### config.mk
export PLATFORM = sky130hd
export DESIGN_NAME = rx_frame_read_port
export DESIGN_NICKNAME = d
export VERILOG_FILES = /design/src/rtl/rxp_pkg.sv /design/src/rtl/rxp_access_decode.sv /design/src/rtl/rxp_stream_ctrl.sv /design/src/rtl/rxp_data_mux.sv /design/src/rtl/rx_frame_read_port.sv
export SDC_FILE = /design/constraint.sdc
export NUM_CORES = 1
export LEC_CHECK = 0
export BUFFER_PORTS_ARGS = -buffer_cell sky130_fd_sc_hd__buf_4
export CAP_MARGIN = 20
export CORE_MARGIN = 5
export CORE_UTILIZATION = 49
export CTS_CLUSTER_DIAMETER = 40
export DETAILED_ROUTE_END_ITERATION = 8
export HOLD_SLACK_MARGIN = 0.02
export PLACE_DENSITY = 0.78
export SLEW_MARGIN = 20
export SYNTH_ARGS = -nofsm -noshare
export SYNTH_HDL_FRONTEND = slang
export SYNTH_SLANG_ARGS = --single-unit
### constraint.sdc
create_clock -name clk -period 9.3 [get_ports clk]
set_clock_uncertainty 0.2 [all_clocks]
set_input_delay 1.395 -clock clk [delete_from_list [all_inputs] [get_ports clk]]
set_output_delay 1.395 -clock clk [all_outputs]
set_load 0.01 [all_outputs]
### src/rtl/rxp_pkg.sv
package rxp_pkg;
   typedef enum logic [1:0] {
      SRC_PORT = 2'd0,
      SRC_WIN  = 2'd1,
      SRC_EVT  = 2'd2,
      SRC_NONE = 2'd3
   } rxp_src_e;

   localparam int STAT_BYTES = 2;
   localparam int LEN_BYTES  = 2;
   localparam int HDR_BYTES  = STAT_BYTES + LEN_BYTES;
   localparam int FCS_BYTES  = 4;
endpackage

### src/rtl/rxp_access_decode.sv
module rxp_access_decode
   import rxp_pkg::*;
#(
   parameter int ADDR_W     = 12,
   parameter int PW         = 12,
   parameter int WIN_BASE   = 'h400,
   parameter int RAND_LIMIT = 118
) (
   input  logic              rd_en,
   input  logic [1:0]        rd_src,
   input  logic [ADDR_W-1:0] rd_addr,
   input  logic              rd_byte,
   input  logic [PW-1:0]     ptr,
   input  logic [PW-1:0]     stream_len,
   output logic              stream_rd,
   output logic              evt_rd,
   output logic [PW-1:0]     pos,
   output logic [PW-1:0]     next_ptr
);
   localparam logic [ADDR_W-1:0] BASE_A   = ADDR_W'(WIN_BASE);
   localparam logic [ADDR_W-1:0] RAND_END = ADDR_W'(HDR_BYTES + RAND_LIMIT);

   logic [ADDR_W-1:0] win_off;
   logic              in_win, is_win, is_port, rand_ok;

   always_comb begin
      win_off  = rd_addr - BASE_A;
      in_win   = (rd_addr >= BASE_A);
      is_win   = (rxp_src_e'(rd_src) == SRC_WIN);
      is_port  = (rxp_src_e'(rd_src) == SRC_PORT);
      rand_ok  = is_win && in_win && !rd_byte && !win_off[0]
                 && (win_off < RAND_END)
                 && (win_off < ADDR_W'(stream_len));
      stream_rd = rd_en && (is_port || (is_win && in_win));
      evt_rd    = rd_en && (rxp_src_e'(rd_src) == SRC_EVT);
      pos       = rand_ok ? PW'(win_off) : ptr;
      if (rd_byte)
         next_ptr = pos + PW'(1);
      else
         next_ptr = {pos[PW-1:1], 1'b0} + PW'(2);
   end
endmodule

### src/rtl/rxp_stream_ctrl.sv
module rxp_stream_ctrl #(
   parameter int PW = 12
) (
   input  logic          clk,
   input  logic          rst_n,
   input  logic          hd_valid,
   input  logic          stream_rd,
   input  logic          evt_rd,
   input  logic          skip,
   input  logic [PW-1:0] next_ptr,
   input  logic [PW-1:0] stream_len,
   output logic [PW-1:0] ptr,
   output logic          hd_pop
);
   logic end_hit;

   always_comb begin
      end_hit = stream_rd && hd_valid && (next_ptr >= stream_len);
      hd_pop  = hd_valid && (skip || evt_rd || end_hit);
   end

   always_ff @(posedge clk or negedge rst_n) begin
      if (!rst_n)
         ptr <= '0;
      else if (hd_pop)
         ptr <= '0;
      else if (stream_rd && hd_valid)
         ptr <= next_ptr;
   end

   a_r1_pop_needs_frame: assert property (@(posedge clk) disable iff (!rst_n)
      hd_pop |-> hd_valid);
   a_r9_skip_releases: assert property (@(posedge clk) disable iff (!rst_n)
      (skip && hd_valid) |-> hd_pop);
   a_r10_event_releases: assert property (@(posedge clk) disable iff (!rst_n)
      (evt_rd && hd_valid) |-> hd_pop);
   a_r8_restart_at_status: assert property (@(posedge clk) disable iff (!rst_n)
      hd_pop |=> (ptr == '0));
   a_r8_ptr_inside_stream: assert property (@(posedge clk) disable iff (!rst_n)
      hd_valid |-> (ptr < stream_len));
   a_r11_idle_holds_ptr: assert property (@(posedge clk) disable iff (!rst_n)
      (!stream_rd && !hd_pop) |=> $stable(ptr));
endmodule

### src/rtl/rxp_data_mux.sv
module rxp_data_mux #(
   parameter int LEN_W   = 11,
   parameter int PW      = 12,
   parameter bit OUT_REG = 1'b1
) (
   input  logic             clk,
   input  logic             rst_n,
   input  logic             rd_en,
   input  logic             rd_byte,
   input  logic             stream_rd,
   input  logic             evt_rd,
   input  logic             hd_valid,
   input  logic [15:0]      hd_status,
   input  logic [LEN_W-1:0] rep_len,
   input  logic [PW-1:0]    pos,
   input  logic [15:0]      buf_rdata,
   output logic [LEN_W-1:0] buf_addr,
   output logic [15:0]      rd_data
);
   logic [PW-2:0] widx, fidx;
   logic [15:0]   word, sel, val;

   always_comb begin
      widx     = pos[PW-1:1];
      fidx     = widx - (PW-1)'(2);
      buf_addr = fidx[LEN_W-1:0];
      if (widx == '0)
         word = hd_status;
      else if (widx == (PW-1)'(1))
         word = 16'(rep_len);
      else
         word = buf_rdata;
      if (rd_byte)
         sel = {8'h00, pos[0] ? word[15:8] : word[7:0]};
      else
         sel = word;
      if (!hd_valid)
         val = '0;
      else if (evt_rd)
         val = hd_status;
      else if (stream_rd)
         val = sel;
      else
         val = '0;
   end

   generate
      if (OUT_REG) begin : g_reg
         always_ff @(posedge clk or negedge rst_n) begin
            if (!rst_n)
               rd_data <= '0;
            else if (rd_en)
               rd_data <= val;
         end
         a_r1_empty_reads_zero: assert property (@(posedge clk) disable iff (!rst_n)
            (rd_en && !hd_valid) |=> (rd_data == '0));
      end else begin : g_comb
         assign rd_data = val;
      end
   endgenerate
endmodule

### src/rtl/rx_frame_read_port.sv
module rx_frame_read_port
   import rxp_pkg::*;
#(
   parameter int ADDR_W     = 12,
   parameter int LEN_W      = 11,
   parameter int WIN_BASE   = 'h400,
   parameter int RAND_LIMIT = 118,
   parameter bit OUT_REG    = 1'b1
) (
   input  logic              clk,
   input  logic              rst_n,
   input  logic              keep_fcs,
   input  logic              rd_en,
   input  logic [1:0]        rd_src,
   input  logic [ADDR_W-1:0] rd_addr,
   input  logic              rd_byte,
   input  logic              skip,
   output logic [15:0]       rd_data,
   output logic              empty,
   input  logic              hd_valid,
   input  logic [15:0]       hd_status,
   input  logic [LEN_W-1:0]  hd_len,
   output logic              hd_pop,
   output logic [LEN_W-1:0]  buf_addr,
   input  logic [15:0]       buf_rdata
);
   localparam int PW = LEN_W + 1;

   generate
      if (RAND_LIMIT % 2 != 0) begin : g_bad_limit
         $error("RAND_LIMIT must be even");
      end
      if (WIN_BASE % 2 != 0) begin : g_bad_base
         $error("WIN_BASE must be word aligned");
      end
      if (ADDR_W < PW) begin : g_bad_addr
         $error("ADDR_W must cover the stream pointer");
      end
      if (LEN_W < 4 || LEN_W > 16) begin : g_bad_len
         $error("LEN_W out of range");
      end
   endgenerate

   logic [LEN_W-1:0] rep_len;
   logic [PW-1:0]    stream_len, ptr, pos, next_ptr;
   logic             stream_rd, evt_rd;

   always_comb begin
      rep_len    = keep_fcs ? hd_len : hd_len - LEN_W'(FCS_BYTES);
      stream_len = PW'(rep_len) + PW'(HDR_BYTES);
      empty      = !hd_valid;
   end

   rxp_access_decode #(
      .ADDR_W(ADDR_W), .PW(PW), .WIN_BASE(WIN_BASE), .RAND_LIMIT(RAND_LIMIT)
   ) u_dec (
      .rd_en(rd_en), .rd_src(rd_src), .rd_addr(rd_addr), .rd_byte(rd_byte),
      .ptr(ptr), .stream_len(stream_len), .stream_rd(stream_rd),
      .evt_rd(evt_rd), .pos(pos), .next_ptr(next_ptr)
   );

   rxp_stream_ctrl #(.PW(PW)) u_ctl (
      .clk(clk), .rst_n(rst_n), .hd_valid(hd_valid), .stream_rd(stream_rd),
      .evt_rd(evt_rd), .skip(skip), .next_ptr(next_ptr),
      .stream_len(stream_len), .ptr(ptr), .hd_pop(hd_pop)
   );

   rxp_data_mux #(.LEN_W(LEN_W), .PW(PW), .OUT_REG(OUT_REG)) u_mux (
      .clk(clk), .rst_n(rst_n), .rd_en(rd_en), .rd_byte(rd_byte),
      .stream_rd(stream_rd), .evt_rd(evt_rd), .hd_valid(hd_valid),
      .hd_status(hd_status), .rep_len(rep_len), .pos(pos),
      .buf_rdata(buf_rdata), .buf_addr(buf_addr), .rd_data(rd_data)
   );

   a_r7_byte_step: assert property (@(posedge clk) disable iff (!rst_n)
      (stream_rd && hd_valid && rd_byte && !hd_pop) |=> (ptr == $past(pos) + PW'(1)));
   a_r5_pos_even_on_word_window: assert property (@(posedge clk) disable iff (!rst_n)
      (stream_rd && hd_valid && !rd_byte && !hd_pop) |=> (ptr[0] == 1'b0));
endmodule

==> results.sh <==
export IMPL_post_route_min_period_ns=8.88
export IMPL_cp_required_ns=7.71
export IMPL_outcome="complete, no violations"
export IMPL_drt_iter0_markers=291
export IMPL_r2r_slack_ns=5.35
export IMPL_root_buffer="clkbuf_8"
export IMPL_dpl_hpwl_um=9510
export IMPL_synth_area_top_cells="dfrtp_1 20%, ha_1 11%, xnor2_1 6.1%"
export IMPL_synth_top_area_cell="dfrtp_1"
export IMPL_synth_top_family_by_area="compound AO/OA/AOI/OAI gates"
export IMPL_n_antenna_cell=0
export IMPL_grt_pass1_vias=3769
export IMPL_wl_per_cell_um=18.9
export IMPL_synth_compound_area_share_pct=26.4
export IMPL_setup_viol=0
export IMPL_cts_made_buffers=3
export IMPL_hold_class="register to register"
export IMPL_htree_levels=1
export IMPL_die_height_um=95.5
export IMPL_max_slew_margin_pct=51.9
export IMPL_worstPathArrival_ns=7.29
export IMPL_drc=0
export IMPL_yosysUniqueCellTypes=70
export IMPL_fin_area_um2=4520
export IMPL_drt_antenna_violating_nets=0
export IMPL_cts_tree="done"
export IMPL_overflow=0
export IMPL_synth_edf_count=0
export IMPL_ys_ff_latch=28
export IMPL_grtUsageTotal_pct=25.4
export IMPL_drtPass1Iterations=5
export IMPL_io_buffer_count=92
export IMPL_critPathLaunch="hd_len[3]"
export IMPL_cts_sinks=28
export IMPL_io_pins=93
export IMPL_grt_pass1_wl_um=18300
export IMPL_vias=3967
export IMPL_synth_cell_area_um2=3580
export IMPL_synth_ff_type="dfrtp_1"
export IMPL_worstReg2RegEnd="u_ctl.ptr[0]"
export IMPL_synthToLayoutAreaGrowth_pct=26.3
export IMPL_critPathMaxFanout=7
export IMPL_leakagePower_uw=0.00209
export IMPL_rsz0062_at_grt="false"
export IMPL_r2r_start="u_ctl.ptr[1]"
export IMPL_synth_xor_area_share_pct=8.81
export IMPL_slowest_stage="or4_4"
export IMPL_rows=31
export IMPL_die_w_um=95.5
export IMPL_drv_slew=0
export IMPL_yosysSeqAreaShare_pct=19.6
export IMPL_clockBufferDepth=2
export IMPL_synthArstFlopShare_pct=100
export IMPL_crit_path_start_kind="primary input"
export IMPL_totalPowerFinal_uw=394
export IMPL_post_synth_top_count_cell="nor2_1"
export IMPL_yosys_warnings=0
export IMPL_routed_via_density=6.29
export IMPL_crit_type="primary input to output port"
export IMPL_muxShareOfSynthArea_pct=6.60
export IMPL_dpl_cell_area_um2=4400
export IMPL_hold_viol_final=0
export IMPL_cpMostUsedCell="a21o_1"
export IMPL_critPathCapture="hd_pop"
export IMPL_fin_nets=629
export IMPL_slowest_delay_ns=0.56
export IMPL_drive_gt1_share_pct=26.1
export IMPL_hold_ws_ns=0.300
export IMPL_grt_max_degree=29
export IMPL_antenna_found_initial=0
export IMPL_rr_worst_depth=15
export IMPL_synth_fa_ha_area_share_pct=11.2
export IMPL_fin_crit_sh_pct=95.5
export IMPL_clk_latency_ns=0.29
export IMPL_p_per_area_nw_per_um2=87.0
export IMPL_wl_um=11900
export IMPL_die_area_um2=9120
export IMPL_path_clk_slew_ns=0.12
export IMPL_routabilityCongestion=0.958
export IMPL_hold_buffers=0
export IMPL_avgSynthCellArea_um2=8.21
export IMPL_synth_common_cells="47 x nor2_1, 32 x ha_1, 28 x dfrtp_1"
export IMPL_syn_inst=436
export IMPL_ir_worst_vdd_uv=54.7
export IMPL_cap_violations=0
export IMPL_synth_top_area_share_pct=19.6
export IMPL_max_freq_mhz=113
export IMPL_start_util_pct=49.9
export IMPL_synth_simple_area_share_pct=22.6
export IMPL_endpoint_kind="output port"
export IMPL_n_fill_cell=655
export IMPL_core_um2=7180
export IMPL_worst_pin_slew_ns=0.717
export IMPL_setup_tns_ns=0
export IMPL_synth_nets=532
sequential cells by signal, summed over array words and instances, names as in the netlist:
name	count
u_mux.rd_data	16
u_ctl.ptr	12
worst min-delay path by stage:
stage | start | end | slack, ns | cells past startpoint
floorplan | u_ctl.ptr[0] | u_ctl.ptr[0] | 0.27 | 2
global placement | u_mux.rd_data[13] | u_mux.rd_data[13] | 0.27 | 2
detailed placement | u_mux.rd_data[14] | u_mux.rd_data[14] | 0.27 | 2
CTS | u_mux.rd_data[14] | u_mux.rd_data[14] | 0.30 | 2
global route | u_mux.rd_data[14] | u_mux.rd_data[14] | 0.33 | 2
finish | u_mux.rd_data[14] | u_mux.rd_data[14] | 0.30 | 2
cells by family after synthesis:
| logic type | after synthesis |
|---|---|
| buf+inv | 38 |
| simple gates | 152 |
| fa+ha+maj | 32 |
| mux | 21 |
| xor+xnor | 36 |
| flops | 28 |
| compound gates | 129 |
layer usage:
metal / wire length, µm / global-route usage (%) / part of all wire [%] / vias up
li1: - / - / - / 1838
met1: 4750 / 31.1 / 40 / 1865
met2: 5710 / 44.5 / 48 / 232
met3: 1110 / 4.03 / 9.3 / 32
met4: 352 / 9.60 / 3.0 / 0
met5: 0 / 0 / 0 / -
worst max-delay path: cells and delay by family:
kind            cells  cell delay (ns)
buf+inv             2             0.28
simple gates        8             1.97
xor+xnor            1             0.11
mux                 1             0.38
compound gates     12             2.33
fa+ha+maj           3             0.82
power breakdown:
part / total (µW) / internal, µW / switching (µW)
Combinational: 177 / 80.6 / 96.6
Clock: 83.6 / 38.2 / 45.4
Sequential: 133 / 128 / 4.58
placed cells by master, fill, tap and decap left out, drive strengths merged, types with 3 or more instances in the layout:
| cell type | count |
|---|---|
| xor2 | 11 |
| o211ai | 5 |
| nand2b | 6 |
| a22oi | 8 |
| nand3 | 10 |
| o31ai | 6 |
| and2 | 8 |
| a21oi | 16 |
| o221ai | 3 |
| a211oi | 6 |
| nand3b | 3 |
| or2 | 4 |
| nor2 | 47 |
| clkbuf | 4 |
| or4 | 6 |
| nor3b | 3 |
| a221o | 6 |
| or3 | 3 |
| nand2 | 25 |
| nand4 | 9 |
| a32o | 8 |
| mux2 | 5 |
| a31oi | 11 |
| ha | 32 |
| o21a | 4 |
| nor2b | 7 |
| o21ai | 27 |
| o2111ai | 3 |
| a21o | 5 |
| nor4 | 6 |
| dfrtp | 28 |
| a221oi | 5 |
| xnor2 | 25 |
| and3 | 8 |
| mux2i | 16 |
| inv | 21 |
| nor3 | 3 |
| buf | 109 |
through the flow:
| stage | utilization, % | worst slack (ns) | instances |
|---|---|---|---|
| after floorplan | - | 0.147 | 436 |
| after global placement | 61.3 | 0.320 | 623 |
| after detailed placement | 61.3 | 0.0829 | 623 |
| after CTS | 62.1 | 0.0552 | 627 |
| after global routing | 63.1 | 0.0115 | 631 |
| final | 63.1 | 0.415 | 631 |
cell type report:
| type | instances | area, µm² | area share [%] |
|---|---|---|---|
| clock buffer | 4 | 55.1 | 1.22 |
| inverter | 21 | 78.8 | 1.74 |
| multi-input combinational | 370 | 2750 | 60.7 |
| sequential | 28 | 701 | 15.5 |
| tap | 99 | 124 | 2.74 |
| timing repair buffer | 109 | 818 | 18.1 |
repair_timing:
action / in CTS / in global routing
endpoints found under the setup margin: 0 / 1
resized for setup: 0 / 12
buffers inserted: 0 / 4
(Power assumes the default switching activity.)
